===== config.mk =====
export PLATFORM = sky130hd
export DESIGN_NAME = audio_serial_master
export DESIGN_NICKNAME = d
export VERILOG_FILES = /design/src/rtl/asm_pkg.sv /design/src/rtl/asm_clock_seq.sv /design/src/rtl/asm_serializer.sv /design/src/rtl/audio_serial_master.sv
export SDC_FILE = /design/constraint.sdc
export NUM_CORES = 1
export LEC_CHECK = 0
export BUFFER_PORTS_ARGS = -buffer_cell sky130_fd_sc_hd__buf_2
export CAP_MARGIN = 20
export CORE_AREA = 3 3 94 96
export CTS_CLUSTER_SIZE = 20
export DETAILED_ROUTE_END_ITERATION = 8
export DIE_AREA = 0 0 97 99
export PLACE_DENSITY = 0.74
export SYNTH_ARGS = -nofsm -noshare
export SYNTH_HDL_FRONTEND = slang
export SYNTH_SLANG_ARGS = --single-unit
export TNS_END_PERCENT = 5

===== constraint.sdc =====
create_clock -name clk -period 3.1 [get_ports clk]
set_input_delay 0.31 -clock clk [delete_from_list [all_inputs] [get_ports clk]]
set_output_delay 0.31 -clock clk [all_outputs]
set_load 0.05 [all_outputs]

===== src/rtl/asm_pkg.sv =====
package asm_pkg;
  localparam int SAMPLE_W = 24;
  localparam int SLOT_W   = 6;              // 64 bit clocks per frame
  localparam int POS_W    = SLOT_W - 1;     // slot within a half-frame
  localparam int RATIO_W  = 4;
  localparam int FMT_W    = 3;
  localparam int RES_W    = 2;
  localparam int CNT_W    = 6;              // holds the longest half period (32)
  localparam int NUM_CH   = 2;
  localparam int IDX_W    = $clog2(SAMPLE_W);

  localparam logic [FMT_W-1:0] FMT_I2S = 3'b001;
  localparam logic [FMT_W-1:0] FMT_RJ  = 3'b010;

  typedef struct packed {
    logic              loadFrame;  // frame starts at this edge
    logic [SLOT_W-1:0] slot;       // current bit slot in the frame
  } seqStrobe_t;

  // bit clock half period in clk cycles = ratio / 32
  function automatic logic [CNT_W-1:0] halfLenOf(input logic [RATIO_W-1:0] code);
    case (code)
      4'd0:    halfLenOf = 6'd2;
      4'd1:    halfLenOf = 6'd3;
      4'd2:    halfLenOf = 6'd4;
      4'd3:    halfLenOf = 6'd6;
      4'd4:    halfLenOf = 6'd8;
      4'd5:    halfLenOf = 6'd12;
      4'd6:    halfLenOf = 6'd16;
      4'd7:    halfLenOf = 6'd24;
      default: halfLenOf = 6'd32;
    endcase
  endfunction

  function automatic logic [SLOT_W-1:0] resBitsOf(input logic [RES_W-1:0] code);
    case (code)
      2'b00:   resBitsOf = 6'd24;
      2'b01:   resBitsOf = 6'd20;
      2'b10:   resBitsOf = 6'd18;
      default: resBitsOf = 6'd16;
    endcase
  endfunction
endpackage


===== src/rtl/asm_clock_seq.sv =====
module asm_clock_seq
  import asm_pkg::*;
(
  input  logic               clk,
  input  logic               rstN,
  input  logic [RATIO_W-1:0] ratioSel,
  output logic               bitClk,
  output seqStrobe_t         seq
);
  localparam logic [SLOT_W-1:0] LAST_SLOT = '1;

  logic              armed;
  logic [CNT_W-1:0]  halfCnt;
  logic [CNT_W-1:0]  halfLen;
  logic [SLOT_W-1:0] slotQ;
  logic              bitClkQ;
  logic              halfDone;
  logic              frameWrap;

  assign halfDone  = armed && (halfCnt == halfLen - 1'b1);
  assign frameWrap = halfDone && bitClkQ && (slotQ == LAST_SLOT);

  always_ff @(posedge clk) begin
    if (!rstN) begin
      armed   <= 1'b0;
      halfCnt <= '0;
      halfLen <= halfLenOf('0);
      slotQ   <= '0;
      bitClkQ <= 1'b0;
    end else if (!armed) begin
      armed   <= 1'b1;
      halfCnt <= '0;
      halfLen <= halfLenOf(ratioSel);
    end else if (halfDone) begin
      halfCnt <= '0;
      bitClkQ <= ~bitClkQ;
      if (bitClkQ) slotQ <= slotQ + 1'b1;
      if (frameWrap) halfLen <= halfLenOf(ratioSel);
    end else begin
      halfCnt <= halfCnt + 1'b1;
    end
  end

  assign bitClk        = bitClkQ;
  assign seq.loadFrame = !armed || frameWrap;
  assign seq.slot      = slotQ;

  AST_SLOT_STEP: assert property (@(posedge clk) disable iff (!rstN)
    $changed(slotQ) |-> (slotQ == $past(slotQ) + 1'b1));
  AST_SLOT_ON_FALL: assert property (@(posedge clk) disable iff (!rstN)
    $changed(slotQ) |-> $fell(bitClkQ));
  AST_RATIO_AT_FRAME: assert property (@(posedge clk) disable iff (!rstN)
    $changed(halfLen) |-> (slotQ == '0 && !bitClkQ));
endmodule


===== src/rtl/asm_serializer.sv =====
module asm_serializer
  import asm_pkg::*;
(
  input  logic                clk,
  input  logic                rstN,
  input  seqStrobe_t          seq,
  input  logic [FMT_W-1:0]    fmtSel,
  input  logic [RES_W-1:0]    resSel,
  input  logic [SAMPLE_W-1:0] leftIn,
  input  logic [SAMPLE_W-1:0] rightIn,
  input  logic                sampleValid,
  output logic                frameClk,
  output logic                serialOut,
  output logic                sampleTake
);
  logic [SAMPLE_W-1:0] chanIn   [NUM_CH];
  logic [SAMPLE_W-1:0] chanWord [NUM_CH];
  logic [FMT_W-1:0]    fmtQ;
  logic [RES_W-1:0]    resQ;
  logic                takeQ;

  assign chanIn[0] = leftIn;
  assign chanIn[1] = rightIn;

  for (genvar ch = 0; ch < NUM_CH; ch++) begin : g_chan
    logic [SAMPLE_W-1:0] holdQ;
    always_ff @(posedge clk) begin
      if (!rstN)                           holdQ <= '0;
      else if (seq.loadFrame && sampleValid) holdQ <= chanIn[ch];
    end
    assign chanWord[ch] = holdQ;
  end

  always_ff @(posedge clk) begin
    if (!rstN) begin
      fmtQ  <= '0;
      resQ  <= '0;
      takeQ <= 1'b0;
    end else begin
      takeQ <= seq.loadFrame && sampleValid;
      if (seq.loadFrame) begin
        fmtQ <= fmtSel;
        resQ <= resSel;
      end
    end
  end

  logic [POS_W-1:0]    pos;
  logic                chanSel;
  logic [SLOT_W-1:0]   resBits;
  logic [SLOT_W-1:0]   dropCnt;
  logic [SLOT_W-1:0]   lead;
  logic [SAMPLE_W-1:0] keepMask;
  logic [SAMPLE_W-1:0] rawWord;
  logic [SAMPLE_W-1:0] trimWord;
  logic [SAMPLE_W-1:0] srcWord;
  logic [IDX_W-1:0]    bitIdx;
  logic                inWord;

  assign pos      = seq.slot[POS_W-1:0];
  assign chanSel  = seq.slot[SLOT_W-1];
  assign resBits  = resBitsOf(resQ);
  assign dropCnt  = SLOT_W'(SAMPLE_W) - resBits;
  assign lead     = 6'd32 - resBits;
  assign keepMask = {SAMPLE_W{1'b1}} << dropCnt;
  assign rawWord  = chanWord[chanSel];
  assign trimWord = rawWord & keepMask;

  always_comb begin
    case (fmtQ)
      FMT_I2S: begin
        inWord  = (pos != '0) && ({1'b0, pos} <= SLOT_W'(SAMPLE_W));
        bitIdx  = IDX_W'(SAMPLE_W) - pos;
        srcWord = trimWord;
      end
      FMT_RJ: begin
        inWord  = ({1'b0, pos} >= lead);
        bitIdx  = IDX_W'(SAMPLE_W - 1) - (pos - lead[POS_W-1:0]);
        srcWord = rawWord;
      end
      default: begin
        inWord  = ({1'b0, pos} < SLOT_W'(SAMPLE_W));
        bitIdx  = IDX_W'(SAMPLE_W - 1) - pos;
        srcWord = trimWord;
      end
    endcase
  end

  assign serialOut  = inWord && srcWord[bitIdx];
  assign frameClk   = (fmtQ == FMT_I2S) ? chanSel : ~chanSel;
  assign sampleTake = takeQ;

  AST_PAIR_HOLD: assert property (@(posedge clk) disable iff (!rstN)
    !seq.loadFrame |=> ($stable(chanWord[0]) && $stable(chanWord[1])));
  AST_TAKE_PULSE: assert property (@(posedge clk) disable iff (!rstN)
    takeQ |=> !takeQ);
  AST_SETTINGS_HOLD: assert property (@(posedge clk) disable iff (!rstN)
    !seq.loadFrame |=> ($stable(fmtQ) && $stable(resQ)));
endmodule


===== src/rtl/audio_serial_master.sv =====
module audio_serial_master
  import asm_pkg::*;
(
  input  logic                clk,
  input  logic                rstN,
  input  logic [RATIO_W-1:0]  ratioSel,
  input  logic [FMT_W-1:0]    fmtSel,
  input  logic [RES_W-1:0]    resSel,
  input  logic [SAMPLE_W-1:0] leftIn,
  input  logic [SAMPLE_W-1:0] rightIn,
  input  logic                sampleValid,
  output logic                frameClk,
  output logic                bitClk,
  output logic                serialOut,
  output logic                sampleTake
);
  seqStrobe_t seq;

  asm_clock_seq u_seq (
    .clk      (clk),
    .rstN     (rstN),
    .ratioSel (ratioSel),
    .bitClk   (bitClk),
    .seq      (seq)
  );

  asm_serializer u_ser (
    .clk         (clk),
    .rstN        (rstN),
    .seq         (seq),
    .fmtSel      (fmtSel),
    .resSel      (resSel),
    .leftIn      (leftIn),
    .rightIn     (rightIn),
    .sampleValid (sampleValid),
    .frameClk    (frameClk),
    .serialOut   (serialOut),
    .sampleTake  (sampleTake)
  );

  AST_FRAME_ON_LOW: assert property (@(posedge clk) disable iff (!rstN)
    $changed(frameClk) |-> !bitClk);
  AST_DATA_ON_LOW: assert property (@(posedge clk) disable iff (!rstN)
    $changed(serialOut) |-> !bitClk);
endmodule


# ---- Word-level counts from Yosys, hierarchy flattened
# Memory sizes are Yosys's and may differ from the RTL's.
# Index checks and enable logic that the tools add are counted.
# W data, S select, Z words.
dict set report word_totals {
  inputBits 60
  ram_bits 0
  reg_bits 74
  mem_count 2
  rom_bits 80
  latch_bits 0
  output_inout_bits 4
}
dict set report op_classes {
  shifts 1
  muxes 16
  n_eq_ne 8
  div 0
  bitwise 6
  n_addsub 9
  magnitude_cmp 5
  n_reduce_logical 14
  multipliers 0
}
# name words width rd rd_clocked_by_memory_dff write_ports line
set memory_table {}
lappend memory_table {{(no name shown)} 8 5 1 0 0 asm_pkg.sv:22} ;# case (code)
lappend memory_table {{(no name shown)} 8 5 1 0 0 asm_pkg.sv:22}
# cell count
set op_table {}
lappend op_table {{$mux W24} 4}
lappend op_table {{$mux W6} 5}
lappend op_table {{$and A24 B24 Y24} 1}
lappend op_table {{$shl A24 B6 Y24 const A} 1}
lappend op_table {{$sub A5 B5 Y5 const A} 3}
lappend op_table {{$add A6 B1 Y6 const B} 2}
lappend op_table {{$pmux W4 S3} 1}
lappend op_table {{$pmux W5 S2} 1}
lappend op_table {{$eq A6 B6 Y1} 1}
lappend op_table {{$eq A6 B6 Y1 const B} 1}
lappend op_table {{$ge A5 B6 Y1} 1}
lappend op_table {{$logic_and A1 B1 Y1} 6}
lappend op_table {{$lt A5 B6 Y1 const B} 1}
lappend op_table {{$sub A5 B5 Y6 const A} 1}
lappend op_table {{$sub A6 B1 Y6 const B} 1}
lappend op_table {{$sub A6 B5 Y6 const A} 1}
lappend op_table {{$bmux W1 S5} 1}
lappend op_table {{$le A5 B5 Y1 const B} 1}
lappend op_table {{$lt A5 B5 Y1 const B} 1}
lappend op_table {{$reduce_bool A5 Y1} 1}
lappend op_table {{$sub A5 B5 Y5} 1}
lappend op_table {{$ne A2 B2 Y1 const B} 2}
lappend op_table {{$not A1 Y1} 4}
lappend op_table {{$reduce_and A2 Y1} 2}
lappend op_table {{13 further kinds} 15}

# ---- Logic depth before layout (Yosys ltp)
dict set report depth {
  ltp_word 9
  depth_mapped 12
  mapped_depth_nobuf 12
}

# ---- Modules after synthesis
# A second synthesis with hierarchy kept.
dict set report unflattened {
  cells_unflattened 455
  area_unflattened_um2 4012.6
}
# mod cells_per_inst area_each_um2 seq_area_each_um2 n_inst
set by_module_without_submodules {}
lappend by_module_without_submodules {asm_serializer 343 2964.1 1081.0 1}
lappend by_module_without_submodules {asm_clock_seq 112 1048.5 400.4 1}

# ---- Worst setup path after synthesis
# OpenSTA, ideal clock, no wires.
dict set report synth_path {
  kind {register -> output}
  from {register u_ser.resQ[0]}
  to {output serialOut}
  path_slack_ns -0.937
  stages_incl_launch_ff 13
  path_buffers 0
  arrival_ns 3.727
  path_cell_list {dfxtp_1 > inv_1 > ha_1 > ha_1 > ha_1 > inv_1 > fa_1 > xor2_1 > xnor2_1 > a221oi_1 > a211o_1 > o211ai_1 > a311oi_1}
}
dict set report synth_via {
  elab_chain_cells 9
}
# item line
set synth_rtl {}
lappend synth_rtl {{from (decl)} asm_serializer.sv:19} ;# logic [RES_W-1:0] resQ;
lappend synth_rtl {{from (signal assigned)} asm_serializer.sv:43} ;# resQ <= resSel;
lappend synth_rtl {{$eq A2 B2 Y1, or another cell as far along} asm_pkg.sv:36} ;# case (code)
lappend synth_rtl {{$pmux W4 S3 (*)} asm_pkg.sv:36}
lappend synth_rtl {{$sub A6 B5 Y6 / $sub A5 B5 Y6 (equally long branches)} {asm_serializer.sv:64, asm_serializer.sv:63}}
lappend synth_rtl {{$sub A5 B5 Y5 / $shl A24 B6 Y24 (equally long branches)} {asm_serializer.sv:78, asm_serializer.sv:65}}
lappend synth_rtl {{$sub A5 B5 Y5 / $and A24 B24 Y24 (equally long branches)} {asm_serializer.sv:78, asm_serializer.sv:67}}
lappend synth_rtl {{$pmux W5 S2 / $mux W24 (equally long branches)} asm_serializer.sv:70} ;# case (fmtQ)
lappend synth_rtl {{$bmux W1 S5} asm_serializer.sv:89} ;# assign serialOut = inWord && srcWord[bitIdx];
lappend synth_rtl {{$mux W1 (implied by the code)} asm_serializer.sv:89}
lappend synth_rtl {{$logic_and A1 B1 Y1 (*)} asm_serializer.sv:89}
lappend synth_rtl {{to (decl)} audio_serial_master.sv:14} ;# output logic serialOut,
# Every way passes the cells marked *; elsewhere a longest branch is shown, timed or not. The select of a mux whose other input is x is not followed.

# ---- Worst setup path in the final report
dict set report layout_path {
  from {register u_ser.resQ[1]}
  to {output serialOut}
}
# The elaborated chain is that of the path after synthesis.

==> impl_results.md <==
- Detailed Route Iter0 Violations: 144
- Max FO, Critical Path: 3
- # setup viols final: 1
- Met3 usage: 4.03%
- Worst Setup Slack, final: -340 ps
- WS Path Type: reg -> out
- RSZ-0062 raised after global routing: yes
- Mapped Nets: 551
- First-pass GRT wire length: 16300 microns
- Avg Vias per Cell: 5.26
- Leakage: 2.00 nW
- Synth warn: 0
- Largest net degree at the start of global routing: 59
- Initial Util: 50.1%
- Slew margin rel.: 43.0%
- Critical Path Start Type: flip-flop
- First-pass DRT Iterations: 4
- Type of the tightest min-delay check: in -> reg
- Final Power: 2.19 mW
- IO Pins: 64
- Vert. Die Dim: 99 microns
- Critical Path RT: 2790 ps
- Die area: 9600 sq um
- Synth Area in Simple Gates: 21.5%
- M2 GR Usage: 34.1%
- Placed cells: 632
- Worst Tran Pin Value: 854 ps
- CTS max path bufs: 2
- Vias in the first global route: 3418
- Clock Latency Late Sink: 350 ps
- Routed WL per cell: 14.7 microns
- GR peak layer: met2
- Row count: 33
- Antenna violations before repair: 0
- All-layer global routing usage: 20.5%
- Filler Cell Count: 675
- Commonest non-fill, non-tap cell in the layout: nand2_1
- Post-Synthesis Cells: 472
- GP Congestion: 0.917
- Post-Synth XOR/XNOR Area: 4.30%
- Reg2reg start: u_seq.halfLen[0]
- Hold_sp: leftIn[23]
- Via Count: 3419
- Layout Nets: 619
- H-tree depth: 3
- Most frequent cells in the layout: nand2_1 (106), dfxtp_1 (72), buf_2 (62)
- Met1 Use GR: 27.4%
- Mapped Avg Cell Area: 8.64 sq um
- Reg-to-reg slack, setup: 470 ps
- Number of buffers created by CTS: 9
- Tcrit/Tclk final: 111%
- Adder-cell area share of the yosys netlist: 6.01%
- Post-route DRC: 0
- CORE AREA: 8130 sq um
- Fmax: 0.291 GHz
- Antenna cell count: 0
- Number of clock sinks: 74
- Seq/Total Area, Yosys: 36.3%
- Hold Path Depth: 3
- Largest family of logic cells by synthesized area: simple AND/OR/NAND/NOR gates
- Pwr dens: 445 nW/um^2
- # port buffers: 63
- Cell depth of the worst flop-to-flop path: 9
- Routed wire length: 9530 microns
- Library cells used by synthesis: 58
- Non-Filler Instances: 650
- CTS tree: yes
- Post-DP Area: 4580 sq um
- Grt ovf: 0
- Outcome: finished with violations
- Layout cell share with drive strength beyond 1: 25.3%
- Ys async rst share: 0%
- Critical path arrival: 3130 ps
- Compound-cell area share of the yosys netlist: 18.8%
- Layout overhead on the synthesized area: 20.6%
- Final ANT Viol Nets: 0
- Post-CTS Hold Buffers: 0
- Multi-input gate area: 2520 sq um
- Worst-path clk slew: 80 ps
- Count of final hold-check violations: 0
- Worst setup EP type: output port
- Max IR drop VDD: 0.325 mV
- Max-slew violations: 0
- FF-to-FF End: u_seq.slotQ[5]
- Post-Route Skew: 8.78 ps
- FF+latch count, synth: 74
- Ys flop type: dfxtp_1
- Design area: 4920 sq um
- Die width: 97 microns
- Clk root buf: clkbuf_8
- Crit path from: u_ser.resQ[1]
- Post-synthesis mux area share: 7.86%
- DP HPWL: 6800 microns
- Max-cap violation count: 0
- Setup crit end: serialOut
- Hold WS: 186 ps
- Setup_tns: -340 ps
- Mapped Area: 4080 sq um
- Failing checks: setup timing
- Number of synthesized flops with an enable pin: 0
- Minimum clock period: 3440 ps
- Reg area: 1480 sq um
[report_power, final]
group	switching [mW]	total, mW	leakage, nW	internal (mW)
registers	0.0275	1.02	0.605	0.989
logic	0.181	0.349	1.29	0.168
clock network	0.371	0.824	0.113	0.453
total	0.579	2.19	2.00	1.61
[per-stage QoR]
stage                     util (%)  worst slack (ps)
after floorplan                  -             -46.6
after detailed placement      56.3             -71.1
final                         60.5              -340
after global routing          60.5              -434
after global placement        56.3              46.7
after CTS                     59.8              -355
[per-layer routing]
metal | share of wire, % | routed length, microns
met1 | 47 | 4480
met2 | 48 | 4570
met3 | 3.9 | 367
met4 | 1.2 | 110
met5 | 0 | 0
[final cells by class]
| class | count | share of cell area, % |
|---|---|---|
| Timing Repair Buffer | 85 | 10.0 |
| Inverter | 18 | 1.42 |
| Clock inverter | 7 | 1.88 |
| Tap cell | 105 | 2.67 |
| Multi-Input combinational cell | 352 | 51.3 |
| Clock buffer | 9 | 2.52 |
| Sequential cell | 74 | 30.2 |
[registers in the layout, indices dropped and copies added, names as in the netlist]
name,flops
u_seq.armed,1
u_seq.bitClk,1
u_seq.halfCnt,6
u_seq.halfLen,6
u_seq.slotQ,6
u_ser.fmtQ,3
u_ser.g_chan.holdQ,48
u_ser.resQ,2
u_ser.sampleTake,1
[worst max-delay path: stages (launching register included)]
cell and delay [ps]:
dfxtp_2 350, inv_2 60, ha_4 250, ha_4 280, ha_4 120, inv_2 40, fa_2 360, xor2_2 170
xnor2_2 140, a221oi_2 280, a211o_1 150, o211ai_1 130, a311oi_4 260, buf_6 200
[synthesized netlist by cell type, types with 3 or more instances]
library cell / number / area, sq um
or3_1: 4 / 25.0
a21o_1: 3 / 22.5
inv_1: 18 / 67.6
nor2_1: 20 / 75.1
nand2b_1: 6 / 37.5
o21ai_0: 9 / 45.0
buf_2: 5 / 25.0
nor3_1: 4 / 20.0
ha_1: 18 / 225
clkbuf_1: 17 / 63.8
and2_1: 6 / 37.5
xor2_1: 9 / 78.8
mux4_2: 7 / 158
buf_4: 3 / 22.5
a211oi_1: 3 / 22.5
a21oi_1: 7 / 35.0
mux2i_1: 14 / 140
buf_6: 3 / 33.8
a21boi_0: 32 / 240
nor2b_1: 14 / 87.6
o211ai_1: 4 / 30.0
dfxtp_1: 74 / 1480
nand2_1: 106 / 398
nor3b_1: 5 / 37.5
xnor2_1: 11 / 96.3
o221ai_1: 4 / 35.0
nand3_1: 9 / 45.0
a21boi_1: 20 / 150
[cells by family after synthesis]
kind of cell | after synthesis
AOI/OAI and AO/OA | 102
buffers and inverters | 46
and+or+nand+nor | 188
xor gates and xnor gates | 20
muxes | 23
DFF | 74
adders and majority gates | 19
[worst min-delay path by stage]
stage,end,slack (ps)
final,u_ser.g_chan[0].holdQ[23],190
after global routing,u_ser.g_chan[1].holdQ[11],180
after CTS,u_ser.g_chan[0].holdQ[23],170
after detailed placement,u_ser.g_chan[0].holdQ[23],450
after global placement,u_ser.g_chan[1].holdQ[8],440
after floorplan,u_seq.armed,340
[repair_timing]
item	4_1_cts	5_1_grt
buffers inserted	2	0
pin swaps	5	7
endpoints found under the setup margin	1	1
resized for setup	13	7
gates cloned	0	0
Note: power is estimated with default switching activity, not from simulation.
